--- src/rtl/csd_mont_pkg.sv ---
package csd_mont_pkg;

  typedef enum logic [1:0] {
    ST_IDLE = 2'd0,
    ST_RUN  = 2'd1,
    ST_FIN  = 2'd2
  } mm_state_t;

  // Multiple of the modulus that clears the low bits of t.
  // Single step: clear bit 0 (M odd, so k = t[0]).
  // Double step: clear bits 1:0; M is its own inverse modulo 4,
  // so k = -(t * M) mod 4.
  function automatic logic [1:0] corr_pick(input logic [1:0] t,
                                           input logic [1:0] m_lo,
                                           input logic       two_digits);
    logic [3:0] prod;
    logic [1:0] k;
    prod = {2'b00, t} * {2'b00, m_lo};
    if (two_digits) k = ~prod[1:0] + 2'd1;
    else            k = {1'b0, t[0]};
    return k;
  endfunction

endpackage

--- src/rtl/csd_recoder.sv ---
module csd_recoder #(
  parameter int N = 16
) (
  input  logic [N-1:0] x,
  output logic [N:0]   pos,
  output logic [N:0]   neg
);
  logic [N:0] xe, xh, x3, flip;

  // Non-adjacent form: x3 = x + x/2; positions where x3 and x/2 differ
  // carry a digit, whose sign comes from which of the two holds the 1.
  always_comb begin
    xe   = {1'b0, x};
    xh   = xe >> 1;
    x3   = xe + xh;
    flip = xh ^ x3;
    pos  = x3 & flip;
    neg  = xh & flip;
  end
endmodule

--- src/rtl/csd_csa.sv ---
module csd_csa #(
  parameter int W = 19
) (
  input  logic [W-1:0] a,
  input  logic [W-1:0] b,
  input  logic [W-1:0] d,
  output logic [W-1:0] s,
  output logic [W-1:0] c
);
  for (genvar i = 0; i < W; i++) begin : g_cell
    assign s[i] = a[i] ^ b[i] ^ d[i];
    assign c[i] = (a[i] & b[i]) | (a[i] & d[i]) | (b[i] & d[i]);
  end
endmodule

--- src/rtl/csd_step.sv ---
module csd_step
  import csd_mont_pkg::*;
#(
  parameter int W = 19
) (
  input  logic [W-1:0] s_in,
  input  logic [W-1:0] c_in,
  input  logic         e_in,
  input  logic [W-1:0] term,
  input  logic [W-1:0] m1,
  input  logic [W-1:0] m2,
  input  logic [W-1:0] m3,
  input  logic         pair,
  output logic [W-1:0] s_out,
  output logic [W-1:0] c_out,
  output logic         e_out,
  output logic         red_s0,
  output logic         red_s1,
  output logic         red_c0
);
  logic [1:0]   t_lo, k;
  logic [W-1:0] corr, s1, c1, u1, s2, c2;

  // Low two bits of accumulator + digit term (exact: no higher-bit influence)
  assign t_lo = s_in[1:0] + c_in[1:0] + {1'b0, e_in} + term[1:0];
  assign k    = corr_pick(t_lo, m1[1:0], pair);

  always_comb begin
    case (k)
      2'd0:    corr = '0;
      2'd1:    corr = m1;
      2'd2:    corr = m2;
      default: corr = m3;
    endcase
  end

  csd_csa #(.W(W)) u_add_digit (.a(s_in), .b(c_in), .d(term), .s(s1), .c(c1));

  // Carry word moves up one place; the pending bit fills the vacant LSB.
  assign u1 = W'({c1, e_in});

  csd_csa #(.W(W)) u_add_mod (.a(s1), .b(u1), .d(corr), .s(s2), .c(c2));

  // value = s2 + 2*c2
  always_comb begin
    if (pair) begin
      s_out = s2 >> 2;
      c_out = c2 >> 1;
      e_out = c2[0];
    end else begin
      s_out = s2 >> 1;
      c_out = c2;
      e_out = 1'b0;
    end
  end

  assign red_s0 = s2[0];
  assign red_s1 = s2[1];
  assign red_c0 = c2[0];
endmodule

--- src/rtl/csd_final.sv ---
module csd_final #(
  parameter int N = 16,
  parameter int W = N + 3
) (
  input  logic [W-1:0] s,
  input  logic [W-1:0] c,
  input  logic         e,
  input  logic [N-1:0] m,
  output logic [W-1:0] pre,
  output logic [N-1:0] res
);
  logic [W-1:0] mw;

  always_comb begin
    mw  = W'(m);
    pre = s + c + W'(e);
    if (pre >= mw) res = N'(pre - mw);
    else           res = N'(pre);
  end
endmodule

--- src/rtl/csd_mont_mul.sv ---
module csd_mont_mul
  import csd_mont_pkg::*;
#(
  parameter int N = 16
) (
  input  logic         clk,
  input  logic         rst_n,
  input  logic         start,
  input  logic [N-1:0] op_x,
  input  logic [N-1:0] op_y,
  input  logic [N-1:0] op_m,
  output logic         busy,
  output logic         done,
  output logic [N-1:0] result
);
  localparam int D  = N + 1;
  localparam int W  = N + 3;
  localparam int LW = $clog2(D + 1);

  mm_state_t    state;
  logic [N-1:0] y_q, ny_q, m_q, res_q;
  logic [W-1:0] m3_q, s_q, c_q;
  logic         e_q, done_q;
  logic [D-1:0] pos_q, neg_q;
  logic [LW-1:0] left_q;

  logic [D-1:0] rec_pos, rec_neg, nz_q;
  logic [W-1:0] term, m1_w, m2_w, nx_s, nx_c, pre_sum, in_m;
  logic         nx_e, pair, red_s0, red_s1, red_c0;
  logic [N-1:0] fin_res;

  csd_recoder #(.N(N)) u_rec (.x(op_x), .pos(rec_pos), .neg(rec_neg));

  // Digit selection: two digits when the next one is zero
  assign pair = (left_q >= LW'(2)) && !pos_q[1] && !neg_q[1];
  assign nz_q = pos_q | neg_q;

  // Partial-product select: 0, Y, or M-Y
  always_comb begin
    if (pos_q[0])      term = W'(y_q);
    else if (neg_q[0]) term = W'(ny_q);
    else               term = '0;
  end

  assign m1_w = W'(m_q);
  assign m2_w = {m1_w[W-2:0], 1'b0};
  assign in_m = W'(op_m);

  csd_step #(.W(W)) u_step (
    .s_in(s_q), .c_in(c_q), .e_in(e_q), .term(term),
    .m1(m1_w), .m2(m2_w), .m3(m3_q), .pair(pair),
    .s_out(nx_s), .c_out(nx_c), .e_out(nx_e),
    .red_s0(red_s0), .red_s1(red_s1), .red_c0(red_c0)
  );

  csd_final #(.N(N), .W(W)) u_fin (
    .s(s_q), .c(c_q), .e(e_q), .m(m_q), .pre(pre_sum), .res(fin_res)
  );

  always_ff @(posedge clk or negedge rst_n) begin
    if (!rst_n) begin
      state  <= ST_IDLE;
      y_q    <= '0;
      ny_q   <= '0;
      m_q    <= '0;
      m3_q   <= '0;
      res_q  <= '0;
      s_q    <= '0;
      c_q    <= '0;
      e_q    <= 1'b0;
      pos_q  <= '0;
      neg_q  <= '0;
      left_q <= '0;
      done_q <= 1'b0;
    end else begin
      case (state)
        ST_IDLE: begin
          done_q <= 1'b0;
          if (start) begin
            y_q    <= op_y;
            ny_q   <= op_m - op_y;
            m_q    <= op_m;
            m3_q   <= in_m + {in_m[W-2:0], 1'b0};
            pos_q  <= rec_pos;
            neg_q  <= rec_neg;
            left_q <= LW'(D);
            s_q    <= '0;
            c_q    <= '0;
            e_q    <= 1'b0;
            state  <= ST_RUN;
          end
        end
        ST_RUN: begin
          s_q <= nx_s;
          c_q <= nx_c;
          e_q <= nx_e;
          if (pair) begin
            pos_q  <= pos_q >> 2;
            neg_q  <= neg_q >> 2;
            left_q <= left_q - LW'(2);
            if (left_q == LW'(2)) state <= ST_FIN;
          end else begin
            pos_q  <= pos_q >> 1;
            neg_q  <= neg_q >> 1;
            left_q <= left_q - LW'(1);
            if (left_q == LW'(1)) state <= ST_FIN;
          end
        end
        ST_FIN: begin
          res_q  <= fin_res;
          done_q <= 1'b1;
          state  <= ST_IDLE;
        end
        default: state <= ST_IDLE;
      endcase
    end
  end

  assign busy   = (state != ST_IDLE);
  assign done   = done_q;
  assign result = res_q;

  // recoded digits stay sparse and never both signs at one position
  assert_sparse_digits_R2: assert property (@(posedge clk) disable iff (!rst_n)
    (state == ST_RUN) |-> (((nz_q & (nz_q >> 1)) == '0) && ((pos_q & neg_q) == '0)));

  // the chosen modulus multiple makes the shifted-out bits zero
  assert_exact_shift_R5: assert property (@(posedge clk) disable iff (!rst_n)
    (state == ST_RUN) |-> (!red_s0 && (!pair || (red_s1 == red_c0))));

  // digit count never underflows and reaches zero at the final stage
  assert_digits_left_R3: assert property (@(posedge clk) disable iff (!rst_n)
    (state == ST_RUN) |-> (left_q != '0));
  assert_fin_empty_R3: assert property (@(posedge clk) disable iff (!rst_n)
    (state == ST_FIN) |-> (left_q == '0));

  // one subtraction suffices
  assert_pre_sub_bound_R7: assert property (@(posedge clk) disable iff (!rst_n)
    (state == ST_FIN) |-> (pre_sum < m2_w));

  // completed result is reduced
  assert_result_range_R6: assert property (@(posedge clk) disable iff (!rst_n)
    done |-> (result < m_q));

  // single-cycle completion strobe while idle
  assert_done_pulse_R8: assert property (@(posedge clk) disable iff (!rst_n)
    done |=> !done);
  assert_done_idle_R8: assert property (@(posedge clk) disable iff (!rst_n)
    done |-> !busy);

  // a start during an operation leaves the latched operands alone
  assert_start_ignored_R9: assert property (@(posedge clk) disable iff (!rst_n)
    (busy && start) |=> ($stable(m_q) && $stable(y_q) && $stable(ny_q)));
endmodule

--- config.mk ---
export PLATFORM = sky130hd
export DESIGN_NAME = csd_mont_mul
export DESIGN_NICKNAME = d
export VERILOG_FILES = /design/src/rtl/csd_mont_pkg.sv /design/src/rtl/csd_recoder.sv /design/src/rtl/csd_csa.sv /design/src/rtl/csd_step.sv /design/src/rtl/csd_final.sv /design/src/rtl/csd_mont_mul.sv
export SDC_FILE = /design/constraint.sdc
export NUM_CORES = 1
export LEC_CHECK = 0
export ABC_AREA = 1
export CORE_ASPECT_RATIO = 1.4
export CORE_MARGIN = 2
export CORE_UTILIZATION = 40
export CTS_CLUSTER_SIZE = 8
export DETAILED_ROUTE_END_ITERATION = 8
export PLACE_DENSITY = 0.68
export SLEW_MARGIN = 10
export SYNTH_ARGS = -nofsm -noshare
export SYNTH_HDL_FRONTEND = slang
export SYNTH_HIERARCHICAL = 1
export SYNTH_SLANG_ARGS = --single-unit
--- constraint.sdc ---
create_clock -name clk -period 4.4 [get_ports clk]
set_input_delay 0.44 -clock clk [delete_from_list [all_inputs] [get_ports clk]]
set_output_delay 0.44 -clock clk [all_outputs]
set_load 0.005 [all_outputs]
After elaboration in Yosys (flattened, before gate mapping)
Index checks and enable logic that the tools add are counted.
{"block": "word_totals", "out_inout_bits": 18, "input_bits": 51, "ff_bits": 164}
{"block": "classes", "addsub": 12, "magnitude_cmp": 2, "eq_ne": 9, "bitwise_logic": 263, "n_mux": 28, "reduce_logical": 12, "multipliers": 1}
{"cell": "bitwise AND 1 bit", "n": 111}
{"cell": "case mux 19 bit (2 select lines)", "n": 2}
{"cell": "bitwise OR 1 bit", "n": 74}
{"cell": "XOR 1 bit", "n": 74}
{"cell": "case mux 17 bit (2 select lines)", "n": 2}
{"cell": "two-way mux 16 bit", "n": 4}
{"cell": "two-way mux 19 bit", "n": 3}
{"cell": "case mux 19 bit (3 select lines)", "n": 1}
{"cell": "two-way mux 17 bit", "n": 2}
{"cell": "subtractor 16 bit", "n": 2}
{"cell": "adder 19 x 1 -> 19 bit", "n": 1}
{"cell": "adder 19 bit", "n": 1}
{"cell": "greater-or-equal comparator 19 x 16 -> 1 bit", "n": 1}
{"cell": "adder 16 x 17 -> 18 bit", "n": 1}
{"cell": "two-way mux 18 bit", "n": 1}
{"cell": "adder 16 x 15 -> 17 bit", "n": 1}
{"cell": "bitwise AND 15 x 17 -> 17 bit", "n": 1}
{"cell": "bitwise AND 17 bit", "n": 1}
{"cell": "XOR 15 x 17 -> 17 bit", "n": 1}
{"cell": "two-way mux 2 bit", "n": 5}
{"cell": "two-way mux 5 bit", "n": 2}
{"cell": "case mux 5 bit (2 select lines)", "n": 1}
{"cell": "!= test 3 bit, second input constant", "n": 2}
{"cell": "nonzero test 2 bit", "n": 3}
{"cell": "other kinds (21)", "n": 30}

Depth between registers and ports, before layout
{"block": "logic_depth", "word_depth": 14, "ltp_mapped": 22}

By module
Netlist, hierarchy kept.
{"module": "csd_mont_mul", "area_per_inst_um2": 9014.9, "seq_area_each_um2": 4053.9, "cells_each": 1162, "instances": 1}
{"module": "csd_final", "area_per_inst_um2": 2153.3, "seq_area_each_um2": 0.0, "cells_each": 379, "instances": 1}
{"module": "csd_recoder", "area_per_inst_um2": 1257.5, "seq_area_each_um2": 0.0, "cells_each": 246, "instances": 1}
{"module": "csd_step", "area_per_inst_um2": 1211.2, "seq_area_each_um2": 0.0, "cells_each": 241, "instances": 1}
{"module": "csd_csa", "area_per_inst_um2": 380.4, "seq_area_each_um2": 0.0, "cells_each": 19, "instances": 2}

Worst setup path before layout
Ideal clock, no wire load.
{"block": "synth_timing", "path_type": "reg-to-reg", "from": "reg c_q[0]", "to": "reg res_q[5] (netlist: result[5])", "required_time_ps": 4275, "path_slack_ps": 767, "path_buffers": 1, "arrival_time_ps": 3508, "path_stages_with_launch": 20, "cell_sequence": "dfrtp_1 > fa_1 > fa_1 > nand3_1 > nand3_1 > nand2_1 > nand2_2 > a31oi_1 > xnor2_1 > ha_1 > nand2_1 > nor2_1 > a41oi_1 > nand3_4 > nor2_8 > nand2_4 > buf_6 > nand2_1 > nand2_1 > mux2_2"}
{"block": "synth_between", "elab_chain_len": 4, "elab_cells_between_ends": 5, "cone_classes": "add/sub (3); order compare (1); mux (1)"}
{"element": "start: declaration", "line": "csd_mont_mul.sv:22", "text": "logic [W-1:0] m3_q, s_q, c_q;"}
{"element": "start signal: assignment", "line": "csd_mont_mul.sv:95", "text": "c_q <= nx_c;"}
{"element": "adder 19 bit", "line": "csd_final.sv:16", "text": "pre = s + c + W'(e);"}
{"element": "adder 19 x 1 -> 19 bit", "line": "csd_final.sv:16"}
{"element": "named net pre_sum[12]", "line": "csd_mont_mul.sv:28", "text": "logic [W-1:0] term, m1_w, m2_w, nx_s, nx_c, pre_sum, in_m;"}
{"element": "greater-or-equal comparator 19 x 16 -> 1 bit", "line": "csd_final.sv:17", "text": "if (pre >= mw) res = N'(pre - mw);"}
{"element": "two-way mux 16 bit", "line": "csd_final.sv:17"}
{"element": "named net fin_res[5]", "line": "csd_mont_mul.sv:30", "text": "logic [N-1:0] fin_res;"}
{"element": "end signal: assignment", "line": "csd_mont_mul.sv:110", "text": "res_q <= fin_res;"}
{"element": "end: declaration", "line": "csd_mont_mul.sv:21", "text": "logic [N-1:0] y_q, ny_q, m_q, res_q;"}
The timed path passes the listed nets, and every way through them passes these cells.
A chain may end at the register's enable or synchronous reset.

Worst setup path in the final report
{"block": "layout_timing", "from": "reg s_q[0]", "to": "reg res_q[1] (netlist: result[1])"}
{"block": "layout_between", "elab_chain_len": 4, "elab_cells_between_ends": 5, "cone_classes": "add/sub (3); order compare (1); mux (1)"}
{"element": "start: declaration", "line": "csd_mont_mul.sv:22"}
{"element": "start signal: assignment", "line": "csd_mont_mul.sv:94", "text": "s_q <= nx_s;"}
{"element": "adder 19 bit", "line": "csd_final.sv:16"}
{"element": "adder 19 x 1 -> 19 bit", "line": "csd_final.sv:16"}
{"element": "named net pre_sum[8]", "line": "csd_mont_mul.sv:28"}
{"element": "greater-or-equal comparator 19 x 16 -> 1 bit", "line": "csd_final.sv:17"}
{"element": "two-way mux 16 bit", "line": "csd_final.sv:17"}
{"element": "named net fin_res[1]", "line": "csd_mont_mul.sv:30"}
The timed path passes the listed nets, and every way through them passes these cells.

==> impl_metrics.csv <==
group,metric,value,unit
power_and_ir_drop,powerDensity,843.3,nW/um2
floorplan,row_count,82,
sta,hold_viol,0,
place,gp_congestion,0.9238,
route,route.vias.total,13240,
sta,rsz0062_at_grt,"no",
worst_setup_path,startpoint_type,"flip-flop",
sta,finalCriticalPeriod,3.874,ns
route,viasPerCell,5.138,
clock_network,h-tree-depth,4,
layout,final_nets,2284,
clock_network,ctsHoldBuffers,0,
layout,drive_above_1_share,0.06386,
floorplan,io-pin-count,69,
yosys,avgSynthCellArea,6.973,um2
floorplan,die_area,37520,um2
sta,slew_viol_final,0,
route,wire_per_inst,14.08,um
worst_setup_path,cpPeakStageDelay,0.48,ns
layout,area_delta_synth_final,11.49,%
yosys,syn_area,14390,um2
sta,fin_skew,0.01508,ns
clock_network,cts_buffer_depth,2,
floorplan,die_w,164.3,um
status,status,"complete, no violations",
worst_setup_path,path_cells,"fa_1, fa_1, nand3_1, nand3_1, nand2_1, nand2_2, xor2_1, ha_1, a21oi_1, o21ai_0, a21oi_1, nand2_1, a21o_1, nand2_2, nand2_4, nand2_1, nand2_1, mux2_2",
route,maxUsedRoutingLayer,"met4",
clock_network,clk_pin_slew_worst_paths,0.07,ns
worst_setup_path,cp.required,4.73,ns
sta,tns,0,ns
power_and_ir_drop,p_leak,0.008483,uW
global_routing,antenna_found_initial,0,
clock_network,cts_buffers,17,
global_routing,grt_overflow_total,0,
global_routing,grt_pass1_wl,62390,um
sta,period_share,0.8804,
sta,tightest_slew,1.088,ns
clock_network,cts_tree,"done",
clock_network,cts_setup_buffers,0,
floorplan,die_y,228.4,um
global_routing,grt_max_degree,105,
route,routed_wl,36280,um
sta,worst_hold_slack,0.1093,ns
clock_network,cts_sinks,162,
power_and_ir_drop,peakVddDrop,0.0004080,V
route,postRouteAntennaNets,0,
worst_setup_path,crit_fanout,16,
route,drc,0,
layout,fin_util,0.4505,
worst_setup_path,timing.critical_path.mode_cell,"nand2_1",
worst_setup_path,path_class,"flip-flop to flip-flop",
layout,diodes,0,
clock_network,root_buffer,"clkbuf_16",
yosys,yosysWarnings,6,
clock_network,cts_resized,0,
sta,setup-violations-final,0,
route,drt-met1-wl,16500,um
floorplan,initial_core_util,0.4041,
worst_setup_path,worst_setup_path_end_kind,"flip-flop",
global_routing,grt_pass1_vias,13030,
floorplan,coreArea,35600,um2
global_routing,grt.total_usage,0.2044,
route,first_pass_iters,6,
run,drv_cap,0,
yosys,syn_inst,2063,
clock_network,worst_skew_pair.late_latency,0.46,ns
worst_setup_path,crit_arrival,4.20,ns
sta,maxSlewHeadroom,0.2744,
route,met2_length,17740,um
route,drtIter0Drc,883,
sta,fmax,0.2581,GHz
place,portBuffers,68,
route,dr_wl_met3,961,um
place,dp_hpwl,27800,um
worst_setup_path,crit_slowest_cell,"fa_1",
min_path,hold_path.class,"input pin to asynchronous set/reset pin",
final timing paths:
path | slack, ns | start | depth (start not counted) | endpoint
max in group asynchronous | 3.27 | rst_n | 2 | m_q[11]
worst max-delay path | 0.53 | s_q[0] | 18 | result[1]
min in group clk | 0.48 | ny_q[8] | 2 | ny_q[8]
worst max register to register | 0.53 | s_q[0] | 18 | result[1]
worst min-delay path | 0.11 | rst_n | 1 | pos_q[10]
worst min register to register | 0.48 | ny_q[8] | 2 | ny_q[8]
metrics by stage:
step / total power, uW / setup WS [ns] / cells / area [um2]
final: 13530 / 0.5260 / 2576 / 16040
after floorplan: 9929 / 0.7675 / 2073 / 14420
after detailed placement: 11880 / 0.5241 / 2544 / 15420
after CTS: 13530 / 0.5104 / 2576 / 16040
after global routing: 15060 / 0.2060 / 2576 / 16040
after global placement: 11720 / 0.6081 / 2544 / 15420
registers in the layout (all words and copies together) (netlist names):
name    flops
c_q        19
s_q        19
m3_q       17
neg_q      17
pos_q      17
m_q        16
ny_q       16
result     16
y_q        16
left_q      5
state       2
done        1
e_q         1
critical path, delay by kind of cell, from the launching register on:
kind | cells | cell delay, ns
mux | 1 | 0.25
compound gates | 4 | 0.63
simple gates | 9 | 0.92
flops | 1 | 0.46
fa+ha+maj | 3 | 1.28
xor+xnor | 1 | 0.21
layer usage:
layer | track usage | vias to the layer above
met5 | 0 | -
met4 | 0.08032 | 0
met3 | 0.02413 | 58
met2 | 0.3438 | 235
met1 | 0.2658 | 6228
li1 | - | 6714
layout by cell type (no fill, tap or decap), types with 6 or more instances in the layout:
cell type,instances
nand2_1,682
inv_1,231
nand3_1,178
dfrtp_1,162
nor2_1,157
ha_1,87
nand4_1,73
a21oi_1,71
o21ai_0,69
clkdlybuf4s50_1,67
fa_1,45
a22o_1,41
xor2_1,30
xnor2_1,20
buf_4,18
mux2_2,17
clkbuf_16,17
nand2_2,16
inv_2,13
conb_1,13
nor3_1,11
or2_2,8
nand3b_1,8
and2_1,7
nor2_2,7
a21oi_2,6
power breakdown:
part	leakage [uW]	internal (uW)	switching, uW	total, uW
Sequential	0.00203	2200	591	2790
Combinational	0.00616	3530	5630	9160
Clock	0.000290	955	621	1580
Total	0.00848	6680	6840	13500
layout make-up:
type                    count  area (um2)
well taps                 462       578.1
multi-input cells        1587        9030
fillers                  3602       19560
clock inverters             7       121.4
clock buffers              25       495.5
flip-flops and latches    162        4054
inverters                 246       923.4
repair buffers             87       837.1
Power figures use the tool's default switching activity.
